### src/rtl/guard_timer_pkg.sv
package guard_timer_pkg;

  localparam int CFG_W = 7;

  // control word bit positions
  localparam int B_MODE   = 0;
  localparam int B_SRC    = 1;
  localparam int B_TAP_LO = 2;
  localparam int B_TAP_HI = 3;
  localparam int B_HOLD   = 4;
  localparam int B_CLR    = 5;
  localparam int B_FLAG   = 6;

  typedef struct packed {
    logic       hold;
    logic [1:0] tap;
    logic       src;
    logic       itv;   // 1 = interval mode, 0 = watchdog mode
  } gt_cfg_t;

  localparam gt_cfg_t CFG_RST = '{hold: 1'b0, tap: 2'd0, src: 1'b0, itv: 1'b0};

endpackage

### src/rtl/gt_rst_sync.sv
module gt_rst_sync #(
  parameter int STAGES = 2
) (
  input  logic clk,
  input  logic rst_n,
  output logic rst_n_sync
);

  logic [STAGES-1:0] sync_q;
  logic [STAGES-1:0] sync_d;

  always_comb begin
    sync_d = {sync_q[STAGES-2:0], 1'b1};
  end

  always_ff @(posedge clk or negedge rst_n) begin
    if (!rst_n) sync_q <= '0;
    else        sync_q <= sync_d;
  end

  assign rst_n_sync = sync_q[STAGES-1];

endmodule

### src/rtl/gt_ctrl_reg.sv
module gt_ctrl_reg
  import guard_timer_pkg::*;
(
  input  logic             clk,
  input  logic             rst_n,
  input  logic             we_i,
  input  logic [CFG_W-1:0] wdata_i,
  input  logic             wd_fire_i,
  output gt_cfg_t          cfg_o,
  output logic             clr_o,
  output logic             flag_clr_o
);

  gt_cfg_t cfg_q;
  gt_cfg_t cfg_d;
  logic    cfg_en;

  // a watchdog expiry overrides a write in the same cycle
  assign cfg_en = wd_fire_i | we_i;

  always_comb begin
    cfg_d = cfg_q;
    if (wd_fire_i) begin
      cfg_d = CFG_RST;
    end else if (we_i) begin
      cfg_d.itv  = wdata_i[B_MODE];
      cfg_d.src  = wdata_i[B_SRC];
      cfg_d.tap  = wdata_i[B_TAP_HI:B_TAP_LO];
      cfg_d.hold = wdata_i[B_HOLD];
    end
  end

  always_ff @(posedge clk or negedge rst_n) begin
    if (!rst_n)      cfg_q <= CFG_RST;
    else if (cfg_en) cfg_q <= cfg_d;
  end

  assign cfg_o      = cfg_q;
  assign clr_o      = we_i & wdata_i[B_CLR];
  assign flag_clr_o = we_i & wdata_i[B_FLAG];

  // watchdog expiry restores the power-up configuration
  a_r4_cfg_restore: assert property (@(posedge clk) disable iff (!rst_n)
    wd_fire_i |=> (cfg_q == CFG_RST));

  // without a write or an expiry the configuration is unchanged
  a_r10_cfg_stable: assert property (@(posedge clk) disable iff (!rst_n)
    (!we_i && !wd_fire_i) |=> $stable(cfg_q));

endmodule

### src/rtl/gt_counter.sv
module gt_counter
  import guard_timer_pkg::*;
#(
  parameter int CNT_W  = 16,
  parameter int TAP_C0 = 15,
  parameter int TAP_C1 = 13,
  parameter int TAP_C2 = 9,
  parameter int TAP_C3 = 6
) (
  input  logic    clk,
  input  logic    rst_n,
  input  logic    fast_tick_i,
  input  logic    slow_tick_i,
  input  gt_cfg_t cfg_i,
  input  logic    clr_i,
  input  logic    wd_fire_i,
  output logic    expire_o
);

  localparam int N_TAPS = 4;

  logic [CNT_W-1:0]  cnt_q;
  logic [CNT_W-1:0]  cnt_d;
  logic              cnt_en;
  logic              tick_sel;
  logic              tick_act;
  logic [N_TAPS-1:0] tap_full;

  // one full-low-bits detector per timeout code
  for (genvar g = 0; g < N_TAPS; g++) begin : g_tap
    localparam int POS = (g == 0) ? TAP_C0 :
                         (g == 1) ? TAP_C1 :
                         (g == 2) ? TAP_C2 : TAP_C3;
    assign tap_full[g] = &cnt_q[POS-1:0];
  end

  assign tick_sel = cfg_i.src ? slow_tick_i : fast_tick_i;
  assign tick_act = tick_sel & ~cfg_i.hold;

  // the tick that carries into the selected bit is the expiry
  assign expire_o = tick_act & ~clr_i & tap_full[cfg_i.tap];

  assign cnt_en = clr_i | wd_fire_i | tick_act;

  always_comb begin
    if (clr_i || wd_fire_i) cnt_d = '0;
    else                    cnt_d = cnt_q + CNT_W'(1);
  end

  always_ff @(posedge clk or negedge rst_n) begin
    if (!rst_n)      cnt_q <= '0;
    else if (cnt_en) cnt_q <= cnt_d;
  end

  // a clear leaves the counter at zero
  a_r7_clear_zero: assert property (@(posedge clk) disable iff (!rst_n)
    clr_i |=> (cnt_q == '0));

  // hold freezes the counter
  a_r8_hold_freeze: assert property (@(posedge clk) disable iff (!rst_n)
    (cfg_i.hold && !clr_i && !wd_fire_i) |=> $stable(cnt_q));

  // each accepted tick advances the count by one
  a_r2_single_step: assert property (@(posedge clk) disable iff (!rst_n)
    (tick_act && !clr_i && !wd_fire_i) |=> (cnt_q == $past(cnt_q) + CNT_W'(1)));

  // a pulse only on the unselected source leaves the counter alone
  a_r3_other_source: assert property (@(posedge clk) disable iff (!rst_n)
    (!clr_i && !wd_fire_i &&
     ((cfg_i.src && fast_tick_i && !slow_tick_i) ||
      (!cfg_i.src && slow_tick_i && !fast_tick_i))) |=> $stable(cnt_q));

endmodule

### src/rtl/gt_event.sv
module gt_event (
  input  logic clk,
  input  logic rst_n,
  input  logic expire_i,
  input  logic itv_i,
  input  logic flag_clr_i,
  input  logic ack_i,
  output logic wd_fire_o,
  output logic reset_req_o,
  output logic irq_o
);

  logic rreq_q;
  logic rreq_d;
  logic irq_q;
  logic irq_d;
  logic itv_fire;

  assign wd_fire_o = expire_i & ~itv_i;
  assign itv_fire  = expire_i & itv_i;

  always_comb begin
    rreq_d = wd_fire_o;
    irq_d  = irq_q;
    if (itv_fire)                 irq_d = 1'b1;
    else if (flag_clr_i || ack_i) irq_d = 1'b0;
  end

  always_ff @(posedge clk or negedge rst_n) begin
    if (!rst_n) begin
      rreq_q <= 1'b0;
      irq_q  <= 1'b0;
    end else begin
      rreq_q <= rreq_d;
      irq_q  <= irq_d;
    end
  end

  assign reset_req_o = rreq_q;
  assign irq_o       = irq_q;

  // the reset request lasts one cycle
  a_r4_one_cycle: assert property (@(posedge clk) disable iff (!rst_n)
    reset_req_o |=> !reset_req_o);

  // no reset request comes out of interval mode
  a_r5_no_reset_itv: assert property (@(posedge clk) disable iff (!rst_n)
    reset_req_o |-> !$past(itv_i));

  // an interval expiry sets the flag
  a_r5_irq_set: assert property (@(posedge clk) disable iff (!rst_n)
    (expire_i && itv_i) |=> irq_o);

  // the flag holds until it is cleared
  a_r6_irq_sticky: assert property (@(posedge clk) disable iff (!rst_n)
    (irq_o && !flag_clr_i && !ack_i) |=> irq_o);

endmodule

### src/rtl/guard_timer.sv
module guard_timer
  import guard_timer_pkg::*;
#(
  parameter int CNT_W  = 16,
  parameter int TAP_C0 = 15,
  parameter int TAP_C1 = 13,
  parameter int TAP_C2 = 9,
  parameter int TAP_C3 = 6
) (
  input  logic             clk,
  input  logic             rst_n,
  input  logic             fast_tick,
  input  logic             slow_tick,
  input  logic             cfg_we,
  input  logic [CFG_W-1:0] cfg_wdata,
  output logic [CFG_W-1:0] cfg_rdata,
  input  logic             irq_ack,
  output logic             reset_req,
  output logic             irq
);

  logic    rst_n_int;
  gt_cfg_t cfg;
  logic    clr;
  logic    flag_clr;
  logic    expire;
  logic    wd_fire;

  gt_rst_sync #(.STAGES(2)) u_rst (
    .clk        (clk),
    .rst_n      (rst_n),
    .rst_n_sync (rst_n_int)
  );

  gt_ctrl_reg u_ctrl (
    .clk        (clk),
    .rst_n      (rst_n_int),
    .we_i       (cfg_we),
    .wdata_i    (cfg_wdata),
    .wd_fire_i  (wd_fire),
    .cfg_o      (cfg),
    .clr_o      (clr),
    .flag_clr_o (flag_clr)
  );

  gt_counter #(
    .CNT_W  (CNT_W),
    .TAP_C0 (TAP_C0),
    .TAP_C1 (TAP_C1),
    .TAP_C2 (TAP_C2),
    .TAP_C3 (TAP_C3)
  ) u_cnt (
    .clk         (clk),
    .rst_n       (rst_n_int),
    .fast_tick_i (fast_tick),
    .slow_tick_i (slow_tick),
    .cfg_i       (cfg),
    .clr_i       (clr),
    .wd_fire_i   (wd_fire),
    .expire_o    (expire)
  );

  gt_event u_evt (
    .clk         (clk),
    .rst_n       (rst_n_int),
    .expire_i    (expire),
    .itv_i       (cfg.itv),
    .flag_clr_i  (flag_clr),
    .ack_i       (irq_ack),
    .wd_fire_o   (wd_fire),
    .reset_req_o (reset_req),
    .irq_o       (irq)
  );

  always_comb begin
    cfg_rdata                    = '0;
    cfg_rdata[B_MODE]            = cfg.itv;
    cfg_rdata[B_SRC]             = cfg.src;
    cfg_rdata[B_TAP_HI:B_TAP_LO] = cfg.tap;
    cfg_rdata[B_HOLD]            = cfg.hold;
    cfg_rdata[B_FLAG]            = irq;
  end

endmodule

### config.mk
export PLATFORM = sky130hd
export DESIGN_NAME = guard_timer
export DESIGN_NICKNAME = d
export VERILOG_FILES = /design/src/rtl/guard_timer_pkg.sv /design/src/rtl/gt_rst_sync.sv /design/src/rtl/gt_ctrl_reg.sv /design/src/rtl/gt_counter.sv /design/src/rtl/gt_event.sv /design/src/rtl/guard_timer.sv
export SDC_FILE = /design/constraint.sdc
export NUM_CORES = 1
export LEC_CHECK = 0
export BUFFER_PORTS_ARGS = -buffer_cell sky130_fd_sc_hd__buf_2
export CAP_MARGIN = 20
export CORE_MARGIN = 1
export CORE_UTILIZATION = 45
export CTS_CLUSTER_DIAMETER = 60
export DETAILED_ROUTE_END_ITERATION = 7
export PLACE_DENSITY = 0.75
export SLEW_MARGIN = 20
export SYNTH_ARGS = -nofsm -noshare
export SYNTH_HDL_FRONTEND = slang
export SYNTH_SLANG_ARGS = --single-unit
export TNS_END_PERCENT = 30
### constraint.sdc
create_clock -name clk -period 0.8 [get_ports clk]
set_input_delay 0.24 -clock clk [delete_from_list [all_inputs] [get_ports clk]]
set_output_delay 0.24 -clock clk [all_outputs]
set_load 0.005 [all_outputs]
==> results.yml <==
timing:
  slew_viol_final: 0
  clock_skew_ns: 0.003881
  finalCritPeriodShare_pct: 214.7
  fin_tns_setup_ns: -22.36
  rsz0062_at_grt: "true"
  fmax_mhz: 582.1
  setup_viol: 30
  min_period_ns: 1.718
  finalHoldViolations: 0
  setup_slack_ns: -0.9180
  holdWs_ns: 0.1744
logic_synthesis:
  synth-edff-count: 0
  yosysWarningCount: 0
  syn_area_mm2: 0.001221
  synth_cells: 118
  ys_types: 32
  syn_nets: 133
  synth.avg_cell_area_um2: 10.35
  ys_seq_elements: 24
  ys_async_sr_fraction_pct: 100.0
  synth_ff_type: "dfrtp_1"
  yosysSeqAreaShare_pct: 49.18
setup_path:
  path_depth: 7
  critPathBufInv: 1
  timing.critical_path.max_delay_family: "simple AND/OR/NAND/NOR gates"
  path_class: "register to register"
  critPathMaxFanout: 15
  path_cells: "ha_4 -> nand4_1 -> nor4_4 -> nand2_1 -> o211ai_4 -> buf_12 -> nor2_1"
  critPathMaxStageDelay_ns: 0.41
  critPathRequiredTime_ns: 1.01
  cp_slowest_cell: "dfrtp_1"
  rr_worst_depth: 7
  endpoint_kind: "register"
  cp-start-kind: "register"
  worstPathArrival_ns: 1.93
cts:
  cts_max_level: 1
  cts_made_buffers: 3
  clk_latency_ns: 0.31
  numClockSinks: 24
  cts_buffer_depth: 2
  cts_root_buf: "clkbuf_4"
  clkTransAtPathRegs_ns: 0.12
  cts_tree: "done"
floorplanning:
  die_y_um: 54.10
  std_cell_rows: 18
  initial_core_util_pct: 48.41
  die-area_mm2: 0.002926
  die_w_um: 54.10
  core_area_mm2: 0.002522
  ioPinCount: 22
power:
  p_per_area_mw_per_mm2: 1420
  total_power_uw: 2527
  cellLeakagePower_uw: 0.0008792
  max-vdd-ir-drop_mv: 1.542
run:
  cap_viol_max_count: 0
grt:
  antenna_found_initial: 0
  grt_util_all_layers_pct: 23.57
  grt_pass1_vias: 1063
  grt.overflow.total: 0
  grt_pass1_wl_um: 4795
  grt_max_degree: 23
route:
  first_iter_violations: 22
  vias: 1073
  wl_um: 2981
  antenna_left: 0
  wl_per_cell_um: 14.40
  dr.pass1.iters: 4
  viasPerCell: 5.184
  drc: 0
layout:
  final_util_pct: 70.54
  diodes: 0
  drive_above_1_share_pct: 43.50
  area_delta_synth_final_pct: 45.70
  fin_nets: 194
run_status:
  violations: "setup timing"
  outcome: "complete, but fails checks"
place:
  routabilityCongestion: 0.8223
  portBuffers: 20
  hpwl_um: 2258
hold_path:
  hold_depth: 3
  hp-class: "input port to register"
==> Yosys cell counts (all sizes together) (3+ instances only) <==
cell,n,share of area [%]
inv,3,0.92
xnor2,5,3.6
a21oi,4,1.6
nand2,8,2.5
buf,5,3.2
nor4,3,2.6
nand4,7,4.1
o21ai,4,1.6
xor2,8,5.7
dfrtp,24,49
nor2,20,6.4
mux2i,5,4.4
nand3,5,2.0
==> through the flow <==
stage          setup slack (ns)  cell area (um2)  std cells
2_1_floorplan           -0.9128             1256        118
3_5_place_dp            -0.9191             1665        201
5_1_grt                  -1.050             1779        207
6_report                -0.9180             1779        207
3_3_place_gp            -0.8417             1665        201
4_1_cts                 -0.9189             1754        207
==> cell usage in the layout (no fill, tap or decap), types with 2 or more instances in the layout <==
cell type,synthesis,final
buf_4,3,34
dfrtp_1,24,24
nor2_1,19,18
buf_2,1,17
nand2_1,8,8
xor2_1,8,8
buf_6,1,7
nand4_1,6,6
xnor2_1,5,5
nand3_1,5,4
mux2i_1,4,4
o21ai_0,3,3
inv_1,3,3
clkbuf_4,0,3
a21oi_1,4,2
nand3b_1,2,2
a21oi_2,0,2
and3_1,2,2
conb_1,2,2
buf_12,0,2
==> kinds of logic (layout without fill, tap and decap cells) <==
group	after synthesis	in the layout	synth area share, %
xor gates and xnor gates	13	13	9.324
buffers and inverters	8	67	4.098
muxes	5	5	4.406
AOI/OAI and AO/OA	12	12	7.172
DFF	24	24	49.18
and+or+nand+nor	52	52	23.15
adders and majority gates	2	2	2.049
other	2	2	0.6150
==> per-layer routing <==
metal  part of all wire [%]  GRT usage, %
met4                    1.8         10.68
met2                     51         39.51
met1                     45         29.77
met5                      0             0
met3                    1.8         3.390
==> where the power goes <==
group          internal [uW]  switching (uW)
clock                    176             341
sequential              1280            73.1
combinational            377             276
==> worst min-delay path, stage by stage <==
cell and delay (ns):
buf_2 0.07, mux2i_1 0.05, nor2_1 0.08
==> area by class of cell <==
class	instances	area, um2
inverter	3	11.26
clock buffer	3	22.52
multi-input combinational	86	638.1
fill	178	743.2
sequential	24	600.6
tap	30	37.54
timing repair buffer	61	469.2
==> registers in the layout (all words and copies together) (netlist names) <==
name	flops
u_cnt.cnt_q	15
u_evt.irq_o	1
u_ctrl.cfg_o	5
u_evt.reset_req_o	1
u_rst.sync_q	2
==> path summary, 6_finish.rpt <==
path / slack, ns / startpoint / endpoint
min in group asynchronous: 0.22 / u_rst.sync_q[1]$_DFF_PN0_ / u_ctrl.cfg_o[4]$_DFFE_PN0P_
hold reg to reg: 0.22 / u_rst.sync_q[1]$_DFF_PN0_ / u_ctrl.cfg_o[4]$_DFFE_PN0P_
max in group asynchronous: 0.44 / u_rst.sync_q[1]$_DFF_PN0_ / u_cnt.cnt_q[12]$_DFFE_PN0P_
hold / removal: 0.17 / cfg_wdata[4] / u_ctrl.cfg_o[4]$_DFFE_PN0P_
setup / recovery: -0.92 / u_cnt.cnt_q[1]$_DFFE_PN0P_ / u_cnt.cnt_q[5]$_DFFE_PN0P_
setup reg to reg: -0.92 / u_cnt.cnt_q[1]$_DFFE_PN0P_ / u_cnt.cnt_q[5]$_DFFE_PN0P_
==> repair_timing <==
item,CTS,global route
endpoints found under the hold margin,2,0
endpoints found under the setup margin,30,30
resized for setup,8,4
pin swaps,2,1
hold buffers,1,0
setup buffers,2,0
No activity file was read; power rests on OpenSTA's default activity.
